`src/rtl/dac_post_pkg.sv`:
```
package dac_post_pkg;
  localparam int NUM_CH  = 2;
  localparam int NUM_CTR = 4;

  typedef enum logic [2:0] {
    TRG_C1   = 3'd0,
    TRG_C2   = 3'd1,
    TRG_C3   = 3'd2,
    TRG_C5   = 3'd3,
    TRG_EXT  = 3'd4,
    TRG_SW   = 3'd5,
    TRG_OFF6 = 3'd6,
    TRG_OFF7 = 3'd7
  } trig_sel_e;

  typedef enum logic [1:0] {
    PATH_NONE  = 2'd0,
    PATH_SER0  = 2'd1,
    PATH_FIFO1 = 2'd2,
    PATH_BLOCK = 2'd3
  } path_sel_e;

  typedef struct packed {
    logic      posted;
    trig_sel_e sel;
    path_sel_e path;
  } dac_cfg_t;
endpackage

```
`src/rtl/dac_trig_sel.sv`:
```
module dac_trig_sel
  import dac_post_pkg::*;
#(
  parameter int SYNC_STAGES = 2
) (
  input  logic               clk_i,
  input  logic               rst_ni,
  input  trig_sel_e          sel_i,
  input  logic [NUM_CTR-1:0] ctr_pulse_i,
  input  logic               ext_trig_ni,
  input  logic               sw_trig_i,
  output logic               upd_o
);
  localparam int LAST = SYNC_STAGES - 1;

  logic [SYNC_STAGES-1:0] sync_q;
  logic                   prev_q;
  logic                   ext_fall;

  for (genvar g = 0; g < SYNC_STAGES; g++) begin : g_sync
    always_ff @(posedge clk_i or negedge rst_ni) begin
      if (!rst_ni)     sync_q[g] <= 1'b1;
      else if (g == 0) sync_q[g] <= ext_trig_ni;
      else             sync_q[g] <= sync_q[(g == 0) ? 0 : g-1];
    end
  end

  always_ff @(posedge clk_i or negedge rst_ni) begin
    if (!rst_ni) prev_q <= 1'b1;
    else         prev_q <= sync_q[LAST];
  end

  assign ext_fall = prev_q & ~sync_q[LAST];

  always_comb begin
    unique case (sel_i)
      TRG_C1:  upd_o = ctr_pulse_i[0];
      TRG_C2:  upd_o = ctr_pulse_i[1];
      TRG_C3:  upd_o = ctr_pulse_i[2];
      TRG_C5:  upd_o = ctr_pulse_i[3];
      TRG_EXT: upd_o = ext_fall;
      TRG_SW:  upd_o = sw_trig_i;
      default: upd_o = 1'b0;
    endcase
  end


  ext_pulse_single_chk: assert property (@(posedge clk_i) disable iff (!rst_ni)
    ext_fall |=> !ext_fall);


  ext_fall_src_chk: assert property (@(posedge clk_i) disable iff (!rst_ni)
    ext_fall |-> $past(sync_q[LAST]) && !sync_q[LAST]);
endmodule

```
`src/rtl/dac_chan_buf.sv`:
```
module dac_chan_buf #(
  parameter int DATA_W = 12
) (
  input  logic              clk_i,
  input  logic              rst_ni,
  input  logic              posted_i,
  input  logic              upd_i,
  input  logic              wr_i,
  input  logic [DATA_W-1:0] data_i,
  output logic [DATA_W-1:0] out_o
);
  logic [DATA_W-1:0] hold_q;
  logic [DATA_W-1:0] out_q;

  always_ff @(posedge clk_i or negedge rst_ni) begin
    if (!rst_ni) begin
      hold_q <= '0;
      out_q  <= '0;
    end else begin
      if (wr_i) hold_q <= data_i;
      if (posted_i) begin
        if (upd_i) out_q <= hold_q;   // copy happens before same-edge write lands
      end else if (wr_i) begin
        out_q <= data_i;
      end
    end
  end

  assign out_o = out_q;


  posted_hold_chk: assert property (@(posedge clk_i) disable iff (!rst_ni)
    (posted_i && !upd_i) |=> $stable(out_o));


  direct_write_chk: assert property (@(posedge clk_i) disable iff (!rst_ni)
    (!posted_i && wr_i) |=> out_o == $past(data_i));
endmodule

```
`src/rtl/dac_post_ctrl.sv`:
```
module dac_post_ctrl
  import dac_post_pkg::*;
#(
  parameter int DATA_W      = 12,
  parameter int SYNC_STAGES = 2
) (
  input  logic               clk_i,
  input  logic               rst_ni,
  input  logic               cfg_we_i,
  input  logic               cfg_posted_i,
  input  logic [2:0]         cfg_trig_sel_i,
  input  logic [1:0]         cfg_path_i,
  input  logic               wr_en_i,
  input  logic               wr_ch_i,
  input  logic [DATA_W-1:0]  wr_data_i,
  input  logic               ser_valid_i,
  input  logic [DATA_W-1:0]  ser_data_i,
  input  logic               fifo_valid_i,
  input  logic [DATA_W-1:0]  fifo_data_i,
  input  logic [NUM_CTR-1:0] ctr_pulse_i,
  input  logic               ext_trig_ni,
  input  logic               sw_trig_i,
  output logic [DATA_W-1:0]  dac0_o,
  output logic [DATA_W-1:0]  dac1_o,
  output logic               req_o,
  output logic               underrun_o
);
  dac_cfg_t          cfg_q;
  logic              upd;
  logic              upd_post;
  logic              ser_acc;
  logic              fifo_acc;
  logic              any_wr;
  logic              fresh_q;
  logic              req_q;
  logic              unr_q;
  logic [NUM_CH-1:0] alt_v;
  logic [NUM_CH-1:0] ch_wr;
  logic [DATA_W-1:0] alt_d  [NUM_CH];
  logic [DATA_W-1:0] ch_dat [NUM_CH];
  logic [DATA_W-1:0] dac_q  [NUM_CH];

  always_ff @(posedge clk_i or negedge rst_ni) begin
    if (!rst_ni) begin
      cfg_q <= '{posted: 1'b0, sel: TRG_OFF7, path: PATH_NONE};
    end else if (cfg_we_i) begin
      cfg_q <= '{posted: cfg_posted_i,
                 sel:    trig_sel_e'(cfg_trig_sel_i),
                 path:   path_sel_e'(cfg_path_i)};
    end
  end

  dac_trig_sel #(
    .SYNC_STAGES(SYNC_STAGES)
  ) u_trig (
    .clk_i       (clk_i),
    .rst_ni      (rst_ni),
    .sel_i       (cfg_q.sel),
    .ctr_pulse_i (ctr_pulse_i),
    .ext_trig_ni (ext_trig_ni),
    .sw_trig_i   (sw_trig_i),
    .upd_o       (upd)
  );

  assign upd_post = cfg_q.posted & upd;

  // one alternate path at most
  assign ser_acc  = ser_valid_i  && (cfg_q.path == PATH_SER0);
  assign fifo_acc = fifo_valid_i && (cfg_q.path == PATH_FIFO1);

  assign alt_v[0] = ser_acc;
  assign alt_d[0] = ser_data_i;
  assign alt_v[1] = fifo_acc;
  assign alt_d[1] = fifo_data_i;

  for (genvar c = 0; c < NUM_CH; c++) begin : g_ch
    logic loc_wr;
    assign loc_wr    = wr_en_i && (wr_ch_i == c[0]);
    assign ch_wr[c]  = loc_wr | alt_v[c];
    assign ch_dat[c] = loc_wr ? wr_data_i : alt_d[c];

    dac_chan_buf #(
      .DATA_W(DATA_W)
    ) u_buf (
      .clk_i    (clk_i),
      .rst_ni   (rst_ni),
      .posted_i (cfg_q.posted),
      .upd_i    (upd),
      .wr_i     (ch_wr[c]),
      .data_i   (ch_dat[c]),
      .out_o    (dac_q[c])
    );
  end

  assign any_wr = |ch_wr;

  always_ff @(posedge clk_i or negedge rst_ni) begin
    if (!rst_ni) begin
      req_q   <= 1'b0;
      unr_q   <= 1'b0;
      fresh_q <= 1'b0;
    end else begin
      if (!cfg_q.posted) req_q <= 1'b0;
      else if (upd)      req_q <= 1'b1;
      else if (any_wr)   req_q <= 1'b0;

      if (upd_post && !fresh_q) unr_q <= 1'b1;
      else if (cfg_we_i)        unr_q <= 1'b0;

      if (any_wr)        fresh_q <= 1'b1;
      else if (upd_post) fresh_q <= 1'b0;
    end
  end

  assign dac0_o     = dac_q[0];
  assign dac1_o     = dac_q[1];
  assign req_o      = req_q;
  assign underrun_o = unr_q;


  path_excl_chk: assert property (@(posedge clk_i) disable iff (!rst_ni)
    !(ser_acc && fifo_acc));


  req_rise_chk: assert property (@(posedge clk_i) disable iff (!rst_ni)
    $rose(req_o) |-> $past(upd_post));


  unr_rise_chk: assert property (@(posedge clk_i) disable iff (!rst_ni)
    $rose(underrun_o) |-> $past(upd_post) && $stable(dac0_o) && $stable(dac1_o));


  direct_no_req_chk: assert property (@(posedge clk_i) disable iff (!rst_ni)
    !cfg_q.posted |=> !req_o);
endmodule

```
`config.mk`:
```
export PLATFORM = sky130hd
export DESIGN_NAME = dac_post_ctrl
export DESIGN_NICKNAME = d
export VERILOG_FILES = /design/src/rtl/dac_post_pkg.sv /design/src/rtl/dac_trig_sel.sv /design/src/rtl/dac_chan_buf.sv /design/src/rtl/dac_post_ctrl.sv
export SDC_FILE = /design/constraint.sdc
export NUM_CORES = 1
export LEC_CHECK = 0
export CORE_ASPECT_RATIO = 0.5
export CORE_MARGIN = 5
export CORE_UTILIZATION = 40
export DETAILED_ROUTE_END_ITERATION = 7
export PLACE_DENSITY = 0.67
export SETUP_SLACK_MARGIN = 0.2
export SLEW_MARGIN = 10
export SYNTH_ARGS = -nofsm -noshare
export SYNTH_HDL_FRONTEND = slang
export SYNTH_HIERARCHICAL = 1
export SYNTH_SLANG_ARGS = --single-unit
```
`constraint.sdc`:
```
create_clock -name clk_i -period 5.5 [get_ports clk_i]
set_input_delay 0.825 -clock clk_i [delete_from_list [all_inputs] [get_ports clk_i]]
set_output_delay 0.825 -clock clk_i [all_outputs]
set_load 0.02 [all_outputs]
```
== After elaboration in Yosys (flattened, before gate mapping) ==
Index checks and enable logic that the tools add are counted.

* Input bits: 55
* Logic and storage cells: 58
* Flip-flop bits (word level): 60
* Output and inout port bits: 26

* Reduce and logical (&&, ||, !) cells: 14
* Bitwise operators: 6
* Mux-type cells: 16
* Equal/unequal tests: 9

{| class="wikitable"
|+ Operator list
! operator !! count
|-
| $mux 12 || 8
|-
| $reduce_bool 2->1 || 4
|-
| $mux 1 || 7
|-
| $eq 3x2->1 const B || 2
|-
| $eq 3x3->1 const B || 2
|-
| $pmux 1 s6 || 1
|-
| $logic_and 1x1->1 || 5
|-
| $reduce_and 2->1 || 2
|-
| $eq 3x1->1 const B || 1
|-
| $logic_not 3->1 || 1
|-
| $ne 3x1->1 const B || 1
|-
| $and 1x1->1 || 2
|-
| $eq 2x1->1 const B || 1
|-
| $eq 2x2->1 const B || 1
|-
| $ne 2x1->1 const B || 1
|-
| $not 1->1 || 2
|-
| $or 1x1->1 || 2
|-
| $reduce_or 2->1 || 1
|-
| $logic_not 1->1 || 1
|}

== Longest topological paths before layout ==
Gate-level depths: netlist of run 1.

* Word-level depth: 7
* Gate-level depth with buffers: 7
* Depth with buffers taken out: 5

== By module ==
Netlist of run 1, hierarchy kept.

{| class="wikitable"
|+ Modules (own cells, without submodules)
! module !! area each (sq um) !! seq. area each (sq um) !! instances !! cells each
|-
| dac_chan_buf || 1,188.6 || 600.6 || 2 || 77
|-
| dac_post_ctrl || 670.6 || 229.0 || 1 || 55
|-
| dac_trig_sel || 128.9 || 78.8 || 1 || 9
|}

== Worst setup path before layout of run 1 ==
No wires, ideal clock.

* Path type: input to register
* From: input port sw_trig_i
* To: register g_ch[0].u_buf.out_q[10]
* Slack: 3,083 ps
* Cell stages on the path: 5
* Arrival time: 2,287 ps
* Buffers on the path: 1
* Data required time: 5,369 ps
* Library setup time: 131 ps
* Cell sequence: a21oi_1 > o31ai_1 > buf_6 > mux2i_1 > mux2i_1

* Word-level cells in the longest chain between the ends: 3

{| class="wikitable"
|+ RTL lines
! element !! line !! text
|-
| start: declaration || dac_post_ctrl.sv:22 || <nowiki>input logic sw_trig_i,</nowiki>
|-
| $pmux 1 s6 || dac_trig_sel.sv:36 || <nowiki>unique case (sel_i)</nowiki>
|-
| named net upd || dac_post_ctrl.sv:29 || <nowiki>logic upd;</nowiki>
|-
| $ne 2x1->1 (no source line) || n/a ||
|-
| $reduce_and 2->1 (no source line) || n/a ||
|-
| end signal: assignment || dac_chan_buf.sv:22 || <nowiki>if (upd_i) out_q <= hold_q;</nowiki>
|-
| end signal: assignment || dac_chan_buf.sv:24 || <nowiki>out_q <= data_i;</nowiki>
|-
| end: declaration || dac_chan_buf.sv:13 || <nowiki>logic [DATA_W-1:0] out_q;</nowiki>
|}

The timed path passes the listed nets, and every way through them passes these cells.
A chain may end at the register's enable or synchronous reset.

== Final worst setup path of run 1 ==
* From: input port wr_ch_i
* To: register g_ch[0].u_buf.hold_q[3]

* Word-level cells in the longest chain between the ends: 3
* Elaborated cells on any way between the ends: 4
* Those cells by class: mux (1); bitwise (2); reduce/logical (1)

{| class="wikitable"
|+ RTL lines
! element !! line !! text
|-
| start: declaration || dac_post_ctrl.sv:14 || <nowiki>input logic wr_ch_i,</nowiki>
|-
| $not 1->1 || dac_post_ctrl.sv:78 || <nowiki>assign loc_wr = wr_en_i && (wr_ch_i == c[0]);</nowiki>
|-
| $logic_and 1x1->1 || dac_post_ctrl.sv:78 ||
|-
| $or 1x1->1 || dac_post_ctrl.sv:79 || <nowiki>assign ch_wr[c] = loc_wr | alt_v[c];</nowiki>
|-
| named net ch_wr[0] || dac_post_ctrl.sv:38 || <nowiki>logic [NUM_CH-1:0] ch_wr;</nowiki>
|-
| end signal: assignment || dac_chan_buf.sv:20 || <nowiki>if (wr_i) hold_q <= data_i;</nowiki>
|-
| end: declaration || dac_chan_buf.sv:12 || <nowiki>logic [DATA_W-1:0] hold_q;</nowiki>
|}

The timed path passes the listed nets, and every way through them passes these cells.

==> results of run 1 <==
layer usage:
metal,vias up,wire length (µm)
li1,965,-
met1,1047,3205
met2,50,3637
met3,4,374
met4,0,42
met5,-,0
metrics by stage:
| stage | hold slack (ns) | instances | utilization, % |
|---|---|---|---|
| global route | 0.3671 | 417 | 54.59 |
| CTS | 0.3630 | 417 | 54.59 |
| floorplan | 0.3452 | 218 | - |
| detailed placement | 0.3556 | 402 | 51.15 |
| global placement | 0.3457 | 402 | 51.15 |
| finish | 0.3609 | 417 | 54.59 |
report_power, final:
| part | leakage, nW | internal [mW] | total [mW] | switching (mW) |
|---|---|---|---|---|
| registers | 0.697 | 0.572 | 0.674 | 0.102 |
| logic | 1.03 | 0.347 | 0.630 | 0.283 |
| clock network | 0.135 | 0.325 | 0.505 | 0.180 |
| total | 1.86 | 1.24 | 1.81 | 0.566 |
cells by family after synthesis:
logic type	count (synthesis)	synth area share, %
AOI/OAI and AO/OA	5	1.221
DFF	60	47.50
and+or+nand+nor	11	2.048
muxes	127	44.43
buffers and inverters	15	4.805
state kept, by name (all words and copies together) (netlist names):
register and count:
req_o 1, u_trig/prev_q 1, underrun_o 1, g_ch.u_buf/hold_q 24, fresh_q 1, g_ch.u_buf/out_o 24, u_trig/sync_q 2, cfg_q 6
Yosys cell counts:
cell	count	area (µm²)
inv_1	2	7.510
o31ai_1	1	7.510
mux4_2	1	22.52
buf_2	3	15.01
a21bo_2	1	10.01
nand4b_1	1	8.760
o22ai_1	1	6.260
mux2_2	38	427.9
nand2b_1	1	6.260
dfrtp_1	54	1351
nor3b_1	1	7.510
buf_4	2	15.01
nand3b_1	2	15.01
a32o_1	1	10.01
buf_8	2	30.03
buf_12	2	40.04
buf_6	4	45.04
nand2_1	5	18.77
mux2_4	16	240.2
and3b_1	1	8.760
mux2i_1	72	720.7
dfstp_2	6	157.7
a21oi_1	1	5.000
layout make-up:
type	instances	share of cell area [%]
Inverter	2	0.1750
Multi-Input combinational cell	143	35.65
Sequential cell	60	35.18
Clock inverter	2	0.2334
Clock buffer	13	6.068
Tap cell	112	3.267
Timing Repair Buffer	85	19.43
final timing paths:
path                                       endpoint  slack (ns)  cells past startpoint
hold / removal                     u_trig/sync_q[1]        0.36                      0
hold reg to reg                    u_trig/sync_q[1]        0.36                      0
min in group asynchronous  g_ch[0].u_buf/hold_q[11]        0.65                      2
max in group asynchronous   g_ch[1].u_buf/out_o[11]        4.32                      2
setup reg to reg             g_ch[0].u_buf/out_o[4]        3.48                      5
setup / recovery            g_ch[0].u_buf/hold_q[3]        2.47                      5
worst reg2reg max path, delay by kind of cell, from the launching register on:
| family | cells | cell delay, ns |
|---|---|---|
| and+or+nand+nor | 2 | 0.82 |
| muxes | 2 | 0.31 |
| buffers and inverters | 1 | 0.36 |
| DFF | 1 | 0.38 |
==> results.cfg, run 1 <==
[synthesis]
synth_seq_cells = 60
yosys.cell_types.count = 23
synthCells = 218
yosysWarnings = 6
syn_area_per_cell_um2 = 14.57
yosysSeqAreaShare_pct = 47.50
synthesis.nets = 273
syn_area_um2 = 3177

[sta]
hold_viol_final = 0
fin_crit_ns = 3.033
fin_skew_ns = 0.007905
finalSetupTns_ns = 0
rsz0062_at_grt = no
worst_pin_slew_ns = 0.8325
setup_viol = 0
setup_slack_ns = 2.467
fmax_ghz = 0.3297
period_share_pct = 55.15
slew_headroom_pct = 44.50
slew_viol_final = 0

[global_route]
met3_usage_pct = 4.614
grt_max_degree = 61
use_met1_pct = 18.63
track_usage_pct = 15.27
top_usage_layer = met2
grt_pass1_wl_um = 11690
grt_antenna_before_repair = 0
grt_pass1_vias = 2288
grt_remaining_overflow = 0
grt_use_met2_pct = 26.68

[route]
via_per_inst = 4.954
ant_nets = 0
vias = 2066
drtPass1Iterations = 4
drt_iter0_drc = 111
routed_wl_um = 7260
drc_errors = 0
post_drt_wl_per_cell_um = 17.41

[worst_setup_path]
crit_path_end_kind = flip-flop
cp_cell_sequence = clkdlybuf4s50_1 > nand2b_1 > nand2_1 > buf_4 > mux2_4
worst-path-buf-inv = 2
cp_top_family = simple AND/OR/NAND/NOR gates
crit_fanout = 15
max_stage_delay_ns = 0.66
rr_startpoint = cfg_q[1]
crit_start = wr_ch_i
crit_type = input port to flip-flop
arrival_ns = 3.23
cp-start-kind = input port
cp.required_ns = 5.70
crit_slowest_cell = nand2_1

[placed_design]
gp_congestion = 0.7705
dpl_cell_area_um2 = 4019
pre_cts_ws_ns = 2.142
port_buffers = 80
dpl.hpwl_um = 5028

[floorplanning]
die_x_um = 136.0
floorplan.initialDensity_pct = 40.44
die_h_um = 73.02
rows = 23
pin_count = 81
die-area_um2 = 9932
core_um2 = 7856

[status]
status = completed

[layout]
final_cell_mix = 79 x clkdlybuf4s50_1, 72 x mux2i_1, 54 x dfrtp_1
num_antenna_cells = 0
finalNetCount = 356
fillers = 670
seq_area_um2 = 1509
final_common_cell = clkdlybuf4s50_1
areaGrowthSynthToFinish_pct = 35.01
multi_input_area_um2 = 1529
drive_gt1_share_pct = 26.89
design_area_um2 = 4289

[cts]
cts_resized = 0
cts_post_setup_buffers_inserted = 0
cts-root-buf = clkbuf_16
cts_buffer_depth = 2
cts_tree = yes
numCtsBuffers = 9
clk_pin_slew_ns = 0.05
insertion_delay_ns = 0.32
clock-sinks = 60
htreeDepth = 3
cts-hold-fix-buffers = 0

[worst_hold_path]
hp-class = flip-flop to flip-flop
hold_start = u_trig/sync_q[0]

[run]
drv_cap = 0

[power_and_ir_drop]
total_leakage_power_nw = 1.857
ir_worst_vdd_mv = 0.1536
pwr_density_cell_nw_per_um2 = 421.7
total_power_mw = 1.809
Power figures use the tool's default switching activity.
==> run 2: changes to the inputs <==
--- a/config.mk
+++ b/config.mk
@@ -9,7 +9,7 @@
 export CORE_MARGIN = 5
 export CORE_UTILIZATION = 40
 export DETAILED_ROUTE_END_ITERATION = 7
-export PLACE_DENSITY = 0.67
+export PLACE_DENSITY = 0.7
 export SETUP_SLACK_MARGIN = 0.2
 export SLEW_MARGIN = 10
 export SYNTH_ARGS = -nofsm -noshare
==> constraint.sdc (replaced) <==
create_clock -name clk_i -period 2.5 [get_ports clk_i]
set_input_delay 0.375 -clock clk_i [delete_from_list [all_inputs] [get_ports clk_i]]
set_output_delay 0.375 -clock clk_i [all_outputs]
set_load 0.02 [all_outputs]
==> results.cfg, run 2 (synthesis gave the netlist of run 1 again) <==
[status]
status = completed

[worst_setup_path]
crit_cells = 6
crit_fanout = 27
cp-start-kind = flip-flop
cp.required_ns = 2.70
worst-path-buf-inv = 1
r2r_cells = 6
r2r_slack_ns = 0.51
crit_path_end_kind = flip-flop
cp_cell_sequence = mux4_2 > nand2_1 > o31ai_4 > buf_4 > mux2i_1 > mux2i_1
crit_type = flip-flop to flip-flop
cp_top_family = multiplexers
arrival_ns = 2.19
max_stage_delay_ns = 0.56
cpMostUsedCell = mux2i_1
crit_slowest_cell = dfstp_2

[global_route]
grt_pass1_vias = 2319
grt_max_degree = 35
grt_pass1_wl_um = 11760
grt_remaining_overflow = 0
track_usage_pct = 15.30
grt_antenna_before_repair = 0

[layout]
drive_gt1_share_pct = 28.16
areaGrowthSynthToFinish_pct = 37.22
finalNetCount = 359
final_util_pct = 55.49
num_antenna_cells = 0
final_common_cell = clkdlybuf4s50_1
final_cell_mix = 79 x clkdlybuf4s50_1, 72 x mux2i_1, 54 x dfrtp_1
design_area_um2 = 4359

[worst_hold_path]
hp-class = input port to asynchronous set/reset pin

[floorplanning]
core_um2 = 7856
floorplan.initialDensity_pct = 40.44
die-area_um2 = 9932
die_x_um = 136.0
rows = 23
pin_count = 81
die_h_um = 73.02

[sta]
finalSetupTns_ns = 0
slew_headroom_pct = 48.91
setup_viol = 0
period_share_pct = 79.68
worst_hold_slack_ns = 0.1176
fmax_ghz = 0.5020
worst_pin_slew_ns = 0.7664
hold_viol_final = 0
slew_viol_final = 0
fin_skew_ns = 0.006314
fin_crit_ns = 1.992
rsz0062_at_grt = no

[cts]
clk_pin_slew_ns = 0.06
cts-hold-fix-buffers = 0
cts-root-buf = clkbuf_16
cts_tree = yes
cts_post_setup_buffers_inserted = 0
htreeDepth = 3
clock-sinks = 60
insertion_delay_ns = 0.33
cts_resized = 0
numCtsBuffers = 9
cts_buffer_depth = 2

[power_and_ir_drop]
pwr_density_cell_nw_per_um2 = 958.1
ir_worst_vdd_mv = 0.3991
total_power_mw = 4.176
total_leakage_power_nw = 1.884

[route]
via_per_inst = 4.957
drc_errors = 0
ant_nets = 0
post_drt_wl_per_cell_um = 16.95
drt_iter0_drc = 101
routed_wl_um = 7135
vias = 2087
drtPass1Iterations = 5

[placed_design]
dpl.hpwl_um = 5049
dpl_cell_area_um2 = 4041
port_buffers = 80
gp_congestion = 0.6885

[run]
drv_cap = 0
-- run 2: cell type report --
| type | count | area, µm² |
|---|---|---|
| timing repair buffer | 88 | 855.8 |
| multi-input combinational | 143 | 1529 |
| clock buffer | 10 | 229.0 |
| tap | 112 | 140.1 |
| fill | 642 | 3497 |
| sequential | 60 | 1509 |
| clock inverter | 6 | 88.84 |
| inverter | 2 | 7.507 |
-- run 2: path summary, 6_finish.rpt --
path / start / endpoint
worst max-delay path: cfg_q[2] / g_ch[0].u_buf/out_o[3]
worst min register to register: u_trig/sync_q[0] / u_trig/sync_q[1]
worst max register to register: cfg_q[2] / g_ch[0].u_buf/out_o[3]
max in group asynchronous: rst_ni / cfg_q[3]
min in group clk_i: u_trig/sync_q[0] / u_trig/sync_q[1]
worst min-delay path: rst_ni / g_ch[1].u_buf/hold_q[3]
-- run 2: where the power goes --
group          switching (mW)  leakage [nW]  internal [mW]
sequential              0.215         0.697           1.26
clock                   0.438         0.149          0.871
combinational           0.630          1.04          0.765
-- run 2: stage by stage --
step           instances  worst slack, ns
3_3_place_gp         405           0.3690
5_1_grt              421           0.3850
2_1_floorplan        218           0.2501
3_5_place_dp         405           0.3101
4_1_cts              421           0.4908
6_report             421           0.5079
-- run 2: metal layers --
layer	GRT usage, %	part of all wire (%)	vias to the layer above
met5	0	0	-
met4	4.693	1.1	0
met2	25.21	47	54
met1	19.53	46	1050
li1	-	-	972
met3	4.752	5.7	11
